**src/rtl/serial_rx_wm_pkg.sv**
```systemverilog
package serial_rx_wm_pkg;
  typedef enum logic [2:0] {ST_IDLE, ST_START, ST_DATA, ST_PAR, ST_STOP} rxState_t;

  localparam logic [2:0] PAR_NONE  = 3'd0;
  localparam logic [2:0] PAR_EVEN  = 3'd1;
  localparam logic [2:0] PAR_ODD   = 3'd2;
  localparam logic [2:0] PAR_MARK  = 3'd3;
  localparam logic [2:0] PAR_SPACE = 3'd4;

  // strobes from control to datapath
  typedef struct packed {
    logic       clearShift;
    logic       takeData;
    logic [2:0] bitIdx;
    logic       takePar;
    logic       takeStop;
    logic       commit;
  } rxStrobe_t;
endpackage

```
**src/rtl/serial_rx_wm_ctrl.sv**
```systemverilog
module serial_rx_wm_ctrl
  import serial_rx_wm_pkg::*;
#(
  parameter int DIV_W    = 16,
  parameter int ACT_HALF = 2400000
) (
  input  logic             clk,
  input  logic             rstN,
  input  logic             rxIn,
  input  logic [1:0]       cfgDataBits,
  input  logic [2:0]       cfgParity,
  input  logic [1:0]       cfgStop,
  input  logic [DIV_W-1:0] bitDiv,
  output rxStrobe_t        strobe,
  output logic             rxLevel,
  output logic             ledOut
);
  localparam int ACT_W = (ACT_HALF > 1) ? $clog2(ACT_HALF) : 1;

  rxState_t         state;
  logic             rxMeta, rxSync, rxPrev;
  logic [DIV_W-1:0] baudCnt, limit;
  logic [2:0]       bitCnt, lastBit;
  logic             stopCnt, lastStop;
  logic             tick, startEdge;
  logic [ACT_W-1:0] actCnt;

  always_ff @(posedge clk or negedge rstN) begin
    if (!rstN) begin
      rxMeta <= 1'b1;
      rxSync <= 1'b1;
      rxPrev <= 1'b1;
    end else begin
      rxMeta <= rxIn;
      rxSync <= rxMeta;
      rxPrev <= rxSync;
    end
  end

  assign rxLevel   = rxSync;
  assign startEdge = rxPrev && !rxSync;
  assign lastBit   = {1'b0, cfgDataBits} + 3'd4;
  assign lastStop  = (cfgStop == 2'd2);
  assign limit     = (state == ST_START) ? ((bitDiv >> 1) - 1'b1) : (bitDiv - 1'b1);
  assign tick      = (state != ST_IDLE) && (baudCnt == limit);

  always_ff @(posedge clk or negedge rstN) begin
    if (!rstN) begin
      state   <= ST_IDLE;
      baudCnt <= '0;
      bitCnt  <= '0;
      stopCnt <= 1'b0;
    end else if (state == ST_IDLE) begin
      if (startEdge) begin
        state   <= ST_START;
        baudCnt <= '0;
      end
    end else begin
      baudCnt <= tick ? '0 : baudCnt + 1'b1;
      if (tick) begin
        case (state)
          ST_START: begin
            if (!rxSync) begin
              state  <= ST_DATA;
              bitCnt <= '0;
            end else begin
              state <= ST_IDLE;  // glitch: line back high at mid start bit
            end
          end
          ST_DATA: begin
            if (bitCnt == lastBit) begin
              state   <= (cfgParity == PAR_NONE) ? ST_STOP : ST_PAR;
              stopCnt <= 1'b0;
            end else begin
              bitCnt <= bitCnt + 3'd1;
            end
          end
          ST_PAR: begin
            state   <= ST_STOP;
            stopCnt <= 1'b0;
          end
          ST_STOP: begin
            if (stopCnt == lastStop) state <= ST_IDLE;
            else stopCnt <= 1'b1;
          end
          default: state <= ST_IDLE;
        endcase
      end
    end
  end

  always_comb begin
    strobe            = '0;
    strobe.clearShift = (state == ST_IDLE) && startEdge;
    strobe.takeData   = tick && (state == ST_DATA);
    strobe.bitIdx     = bitCnt;
    strobe.takePar    = tick && (state == ST_PAR);
    strobe.takeStop   = tick && (state == ST_STOP);
    strobe.commit     = tick && (state == ST_STOP) && (stopCnt == lastStop);
  end

  // activity lamp: high when idle, inverts every ACT_HALF busy cycles
  always_ff @(posedge clk or negedge rstN) begin
    if (!rstN) begin
      ledOut <= 1'b1;
      actCnt <= '0;
    end else if (state == ST_IDLE) begin
      ledOut <= 1'b1;
      actCnt <= '0;
    end else if (actCnt == ACT_W'(ACT_HALF - 1)) begin
      ledOut <= ~ledOut;
      actCnt <= '0;
    end else begin
      actCnt <= actCnt + 1'b1;
    end
  end
endmodule

```
**src/rtl/serial_rx_wm_dpath.sv**
```systemverilog
module serial_rx_wm_dpath
  import serial_rx_wm_pkg::*;
#(
  parameter int DEPTH     = 480,
  parameter int WATERMARK = 450
) (
  input  logic       clk,
  input  logic       rstN,
  input  rxStrobe_t  strobe,
  input  logic       rxLevel,
  input  logic [2:0] cfgParity,
  input  logic       flush,
  input  logic       rdEn,
  output logic       rdValid,
  output logic [7:0] rdData,
  output logic       rdParErr,
  output logic       rdFrameErr,
  output logic       rtsN,
  output logic       overrun
);
  localparam int CNT_W = $clog2(DEPTH + 1);
  localparam int PTR_W = $clog2(DEPTH);

  logic [7:0]       shiftReg;
  logic             parErr, frameErr, expPar, frameNow;
  logic [9:0]       mem [DEPTH];
  logic [PTR_W-1:0] wrPtr, rdPtr;
  logic [CNT_W-1:0] count;
  logic             full, wrOk, rdOk;

  always_comb begin
    case (cfgParity)
      PAR_EVEN: expPar = ^shiftReg;
      PAR_ODD:  expPar = ~^shiftReg;
      PAR_MARK: expPar = 1'b1;
      default:  expPar = 1'b0;
    endcase
  end

  always_ff @(posedge clk or negedge rstN) begin
    if (!rstN) begin
      shiftReg <= '0;
      parErr   <= 1'b0;
      frameErr <= 1'b0;
    end else if (strobe.clearShift) begin
      shiftReg <= '0;
      parErr   <= 1'b0;
      frameErr <= 1'b0;
    end else begin
      if (strobe.takeData) shiftReg[strobe.bitIdx] <= rxLevel;
      if (strobe.takePar)  parErr <= (rxLevel != expPar);
      if (strobe.takeStop && !rxLevel) frameErr <= 1'b1;
    end
  end

  assign frameNow = frameErr | (strobe.takeStop & ~rxLevel);
  assign full     = (count == CNT_W'(DEPTH));
  assign wrOk     = strobe.commit && !full;
  assign rdOk     = rdEn && (count != '0);

  always_ff @(posedge clk) begin
    if (wrOk) mem[wrPtr] <= {frameNow, parErr, shiftReg};
  end

  always_ff @(posedge clk or negedge rstN) begin
    if (!rstN) begin
      wrPtr   <= '0;
      rdPtr   <= '0;
      count   <= '0;
      overrun <= 1'b0;
    end else if (flush) begin
      wrPtr   <= '0;
      rdPtr   <= '0;
      count   <= '0;
      overrun <= 1'b0;
    end else begin
      if (wrOk) wrPtr <= (wrPtr == PTR_W'(DEPTH - 1)) ? '0 : wrPtr + 1'b1;
      if (rdOk) rdPtr <= (rdPtr == PTR_W'(DEPTH - 1)) ? '0 : rdPtr + 1'b1;
      if (wrOk && !rdOk)      count <= count + 1'b1;
      else if (rdOk && !wrOk) count <= count - 1'b1;
      if (strobe.commit && full) overrun <= 1'b1;
    end
  end

  assign rdValid    = (count != '0);
  assign rdData     = mem[rdPtr][7:0];
  assign rdParErr   = mem[rdPtr][8];
  assign rdFrameErr = mem[rdPtr][9];
  assign rtsN       = (count >= CNT_W'(WATERMARK));
endmodule

```
**src/rtl/serial_rx_wm.sv**
```systemverilog
module serial_rx_wm
  import serial_rx_wm_pkg::*;
#(
  parameter int DEPTH     = 480,
  parameter int WATERMARK = 450,
  parameter int DIV_W     = 16,
  parameter int ACT_HALF  = 2400000
) (
  input  logic             clk,
  input  logic             rstN,
  input  logic             rxIn,
  input  logic [1:0]       cfgDataBits,
  input  logic [2:0]       cfgParity,
  input  logic [1:0]       cfgStop,
  input  logic [DIV_W-1:0] bitDiv,
  input  logic             flush,
  input  logic             rdEn,
  output logic             rdValid,
  output logic [7:0]       rdData,
  output logic             rdParErr,
  output logic             rdFrameErr,
  output logic             rtsN,
  output logic             overrun,
  output logic             ledOut
);
  rxStrobe_t strobe;
  logic      rxLevel;

  serial_rx_wm_ctrl #(.DIV_W(DIV_W), .ACT_HALF(ACT_HALF)) ctrl_i (
    .clk(clk), .rstN(rstN), .rxIn(rxIn), .cfgDataBits(cfgDataBits),
    .cfgParity(cfgParity), .cfgStop(cfgStop), .bitDiv(bitDiv),
    .strobe(strobe), .rxLevel(rxLevel), .ledOut(ledOut)
  );

  serial_rx_wm_dpath #(.DEPTH(DEPTH), .WATERMARK(WATERMARK)) dpath_i (
    .clk(clk), .rstN(rstN), .strobe(strobe), .rxLevel(rxLevel),
    .cfgParity(cfgParity), .flush(flush), .rdEn(rdEn), .rdValid(rdValid),
    .rdData(rdData), .rdParErr(rdParErr), .rdFrameErr(rdFrameErr),
    .rtsN(rtsN), .overrun(overrun)
  );
endmodule

```
**config.mk**
```make
export PLATFORM = sky130hd
export DESIGN_NAME = serial_rx_wm
export DESIGN_NICKNAME = d
export VERILOG_FILES = /design/src/rtl/serial_rx_wm_pkg.sv /design/src/rtl/serial_rx_wm_ctrl.sv /design/src/rtl/serial_rx_wm_dpath.sv /design/src/rtl/serial_rx_wm.sv
export SDC_FILE = /design/constraint.sdc
export NUM_CORES = 2
export LEC_CHECK = 0
export BUFFER_PORTS_ARGS = -buffer_cell sky130_fd_sc_hd__buf_2
export CAP_MARGIN = 25
export CELL_PAD_IN_SITES_DETAIL_PLACEMENT = 1
export CELL_PAD_IN_SITES_GLOBAL_PLACEMENT = 1
export CORE_MARGIN = 5
export CORE_UTILIZATION = 39
export CTS_BUF_LIST = sky130_fd_sc_hd__clkbuf_8
export DETAILED_ROUTE_END_ITERATION = 10
export PLACE_DENSITY_LB_ADDON = 0.1
export SLEW_MARGIN = 10
export SYNTH_ARGS = -nofsm -noshare
export SYNTH_HDL_FRONTEND = slang
export SYNTH_MEMORY_MAX_BITS = 65536
export SYNTH_SLANG_ARGS = --single-unit
```
**constraint.sdc**
```tcl
create_clock -name clk -period 14.4 [get_ports clk]
set_clock_uncertainty 0.1 [all_clocks]
set_input_delay 0 -clock clk [delete_from_list [all_inputs] [get_ports clk]]
set_output_delay 0 -clock clk [all_outputs]
set_load 0.02 [all_outputs]
```
==> results.md <==
Placed design:
- At the end of routability-driven placement, the weighted congestion stood at about 0.82.
- The count of buffers added on input and output ports is 41.
- The cell total after placement is 14.53k.
- After detailed placement, the total cell area comes to slightly below 200000 sq um.
- OpenSTA, run right after detailed placement, puts the worst setup slack at ~6.7 ns.
- The HPWL reported at the end of detailed placement is around 330000 um.

Yosys:
- The net count after synthesis is around 8.4k.
- Among all cell types in the netlist, the one instantiated most often is edfxtp_1.
- The total number of yosys warnings is 0.
- After synthesis, the most frequently instantiated cells are edfxtp_1, mux4_2, nor2_1.
- By area the synthesized netlist is led by edfxtp_1, mux4_2, nor2_1.
- The most used flip-flop cell after synthesis is edfxtp_1.
- Yosys mapped the design onto just over 80 distinct sky130hd cell types.
- The leading area contributor after synthesis is edfxtp_1.
- Summing every instance area after synthesis gives around 190000 sq um.
- The sequential area share after synthesis is 76.79%.
- Counting flops and latches in the post-synthesis netlist gives roughly 4.9k.
- The number of cells produced by synthesis is 8318.
- After synthesis, the share of flip-flops with an asynchronous set or reset is 1.780%.
- Yosys mapped a number of flops with a built-in enable equal to around 4.8k.
- The synthesized area per cell is about 23 sq um.
- The top-area cell type share of the netlist area is approximately three quarters.

Power:
- The leakage power summed over all cells is ~63 nW.
- The power density over cell area is approximately 170 nW/um^2.
- The worst-case vdd ir drop is between 0.0001 and 0.00015 V.
- The total power is 35.90 mW.

Global routing:
- Global routing used around 22% of the available tracks across all layers.
- Entering global routing, the biggest net connects 166 pins.
- Summed over all layers, the global routing overflow is 0.
- The number of antenna violations at the first check in global routing is 44.
- The wire length of the first global-routing pass is approximately 800000 um.
- The via count of the first global-routing pass was between 90k and 100k.

Timing:
- The fmax is 112.2 MHz.
- The number of endpoints failing setup at the final stage is 0.
- At the pin with the least slew margin, the transition time is 1.230 ns.
- The tightest hold path in the finished design has a slack of around 0.11 ns.
- Counting I/O delays and the setup requirement, the final critical path takes a little under 9 ns.
- In this run the tightest slew margin relative to its limit is 18.00%.
- Setup slack closes at 5.490 ns.
- The final-report max-slew violation count was 0.
- The final sum of negative setup slack is 0 ns.
- The number of hold-slack violations in the final timing report is 0.
- Setup repair after global routing left no endpoint under its margin.
- Dividing the final minimum period by the clock period gives 61.88%.

Run status:
- The flow ran to the end, and the final reports show no timing, DRC or antenna violations.

Die:
- From left edge to right edge, the die measures approximately 700 um.
- The initial cell density of the core is between 30% and 40%.
- The number of I/O pins is 42.
- The number of placement rows is 256.
- The die covers 502700 sq um.
- The die is about 710 um tall.
- The area of the core is 486500 sq um.

Route:
- The remaining number of nets flagged by the antenna check after routing is 0.
- The final routed DRC violation total is 0.
- The routed layout has around 90k vias.
- The overall routed net length is approximately 560000 um.
- The routed length per instance is 34.82 um.
- The via-per-instance ratio is 5.694.
- The first routing iteration left roughly 9k violations.
- The pre-antenna-repair detailed-routing pass consisted of 5 iterations.

Clock network:
- After clock tree synthesis, the clock-pin slew on the worst setup and hold paths is about 0.060 ns.
- The clock tree from TritonCTS is yes.
- The number of levels in the clock H-tree is 6.
- The clock drives between 4k and 5k sinks.
- The number of buffers between clock root and the deepest sink is 4.
- The clock insertion delay at the later pin of the skew report is 1.29 ns.
- The post-CTS resize count is 0.
- The root cell of the clock tree is clkbuf_8.
- Clock tree synthesis inserted a total of between 800 and 900 buffers.

Setup path:
- STA classifies the critical path endpoint as a register.
- The beginning of the worst register-to-register path is ctrl_i.state[2].
- The critical path arrival is 9.96 ns.
- For the worst setup path, the data required time is approximately 15 ns.
- The startpoint type of the worst setup path is a register.
- The path type of the worst setup path is register to register.
- The maximum fanout encountered on the critical timing path is 29.
- The start point of the critical path is ctrl_i.state[2].

Layout:
- The number of nets at the end of the flow is about 9.1k.
- The fraction of layout cells with a size suffix above 1 is slightly above 30%.
- The number of filler instances in the final layout is 44.08k.
- The number of standard cells in the final layout excluding fillers is between 15k and 20k.
- For this run, the share of the core covered by cells in the final layout is 44.12%.
- The relative area change from synthesis to final layout is 12.67%.
- The final standard cell area without fillers is around 210000 sq um.

Min path:
- The class of the tightest hold or removal check is input pin to register.
- The launch instance of the worst min-delay path is bitDiv[14].

Flow run:
- Max-cap violations in this run came to 0.
kinds of logic after synthesis:
family | count (synthesis) | share of synthesized area (%)
flops | 4887 | 76.79
mux | 1632 | 18.56
simple gates | 944 | 2.220
buf+inv | 521 | 1.149
compound gates | 267 | 0.9331
xor+xnor | 49 | 0.2292
fa+ha+maj | 18 | 0.1221
placed cells by master (no fill, tap or decap), types with 17 or more instances in the layout:
| master | n |
|---|---|
| a211oi_1 | 17 |
| a21oi_1 | 72 |
| a221oi_1 | 20 |
| a22oi_1 | 18 |
| a31oi_1 | 17 |
| and3_1 | 25 |
| buf_12 | 29 |
| buf_2 | 41 |
| buf_4 | 245 |
| clkbuf_8 | 826 |
| clkinv_1 | 213 |
| clkinv_2 | 90 |
| clkinvlp_4 | 17 |
| dfrtp_1 | 67 |
| diode_2 | 19 |
| dlygate4sd3_1 | 57 |
| edfxtp_1 | 4800 |
| ha_1 | 17 |
| inv_1 | 300 |
| inv_6 | 22 |
| mux2_2 | 22 |
| mux2i_1 | 90 |
| mux4_2 | 1518 |
| nand2_1 | 121 |
| nand2b_1 | 24 |
| nand3_1 | 34 |
| nand4_1 | 21 |
| nor2_1 | 562 |
| nor2b_1 | 34 |
| o21ai_0 | 52 |
| or3_1 | 17 |
| xnor2_1 | 26 |
| xor2_1 | 22 |
area by class of cell:
type	count	area, sq um	area share [%]
Clock buffer	825	11350	5.289
Timing Repair Buffer	380	3312	1.543
Sequential cell	4887	146400	68.18
Antenna cell	19	47.55	0.02215
Inverter	27	107.6	0.05012
Multi-Input combinational cell	2910	42170	19.64
Tap cell	6450	8070	3.759
Clock inverter	646	3244	1.511
layer usage:
layer  GRT usage, %  routed length, um  share of wire [%]
met1          32.54             250000                 44
met2          34.80             265500                 47
met3          3.425              32080                5.7
met4          5.606              14420                2.6
met5              0                 24             0.0043
final timing paths:
path | slack (ns) | cells past startpoint | to
min reg2reg | 0.26 | 0 | ctrl_i.rxLevel
min | 0.11 | 8 | ctrl_i.baudCnt[3]
max in group asynchronous | 12.83 | 6 | dpath_i.rdPtr[2]
min in group asynchronous | 0.27 | 5 | ctrl_i.actCnt[16]
max reg2reg | 5.49 | 23 | dpath_i.count[8]
max | 5.49 | 23 | dpath_i.count[8]
worst max-delay path, cell delays in order, from the launching register on:
cell           delay [ns]
dfrtp_1              0.55
or3b_1               0.77
a2111oi_4            0.96
a21oi_1              0.16
a31oi_1              0.22
dlygate4sd3_1        0.59
nand3_1              0.07
dlygate4sd3_1        0.58
nor4_2               0.46
dlygate4sd3_1        0.71
nand3b_1             0.09
dlygate4sd3_1        0.56
buf_4                0.25
nand2b_1             0.37
ha_1                 0.42
nor2b_1              0.16
o21ai_0              0.14
a21boi_0             0.29
o21ai_0              0.16
a21boi_0             0.28
o21ai_0              0.16
and3_1               0.21
mux2i_1              0.15
mux2_2               0.35
registers in the layout, indices dropped and copies added (netlist names), 3 cells and up:
register          count
dpath_i.count         9
dpath_i.rdPtr         9
ctrl_i.actCnt        22
dpath_i.wrPtr         9
dpath_i.mem        4800
ctrl_i.state          3
ctrl_i.bitCnt         3
dpath_i.shiftReg      8
ctrl_i.baudCnt       16
what timing repair did:
item	CTS	global route
hold buffers	54	4
buffers inserted	0	0
endpoints found under the hold margin	210	14
power by group:
group / total [mW] / leakage, nW / internal, mW / switching, mW
clock: 11.3 / 8.49 / 5.60 / 5.67
combinational: 7.09 / 11.9 / 2.47 / 4.62
sequential: 17.5 / 42.9 / 17.2 / 0.324
Note: power is estimated with default switching activity, not from simulation.
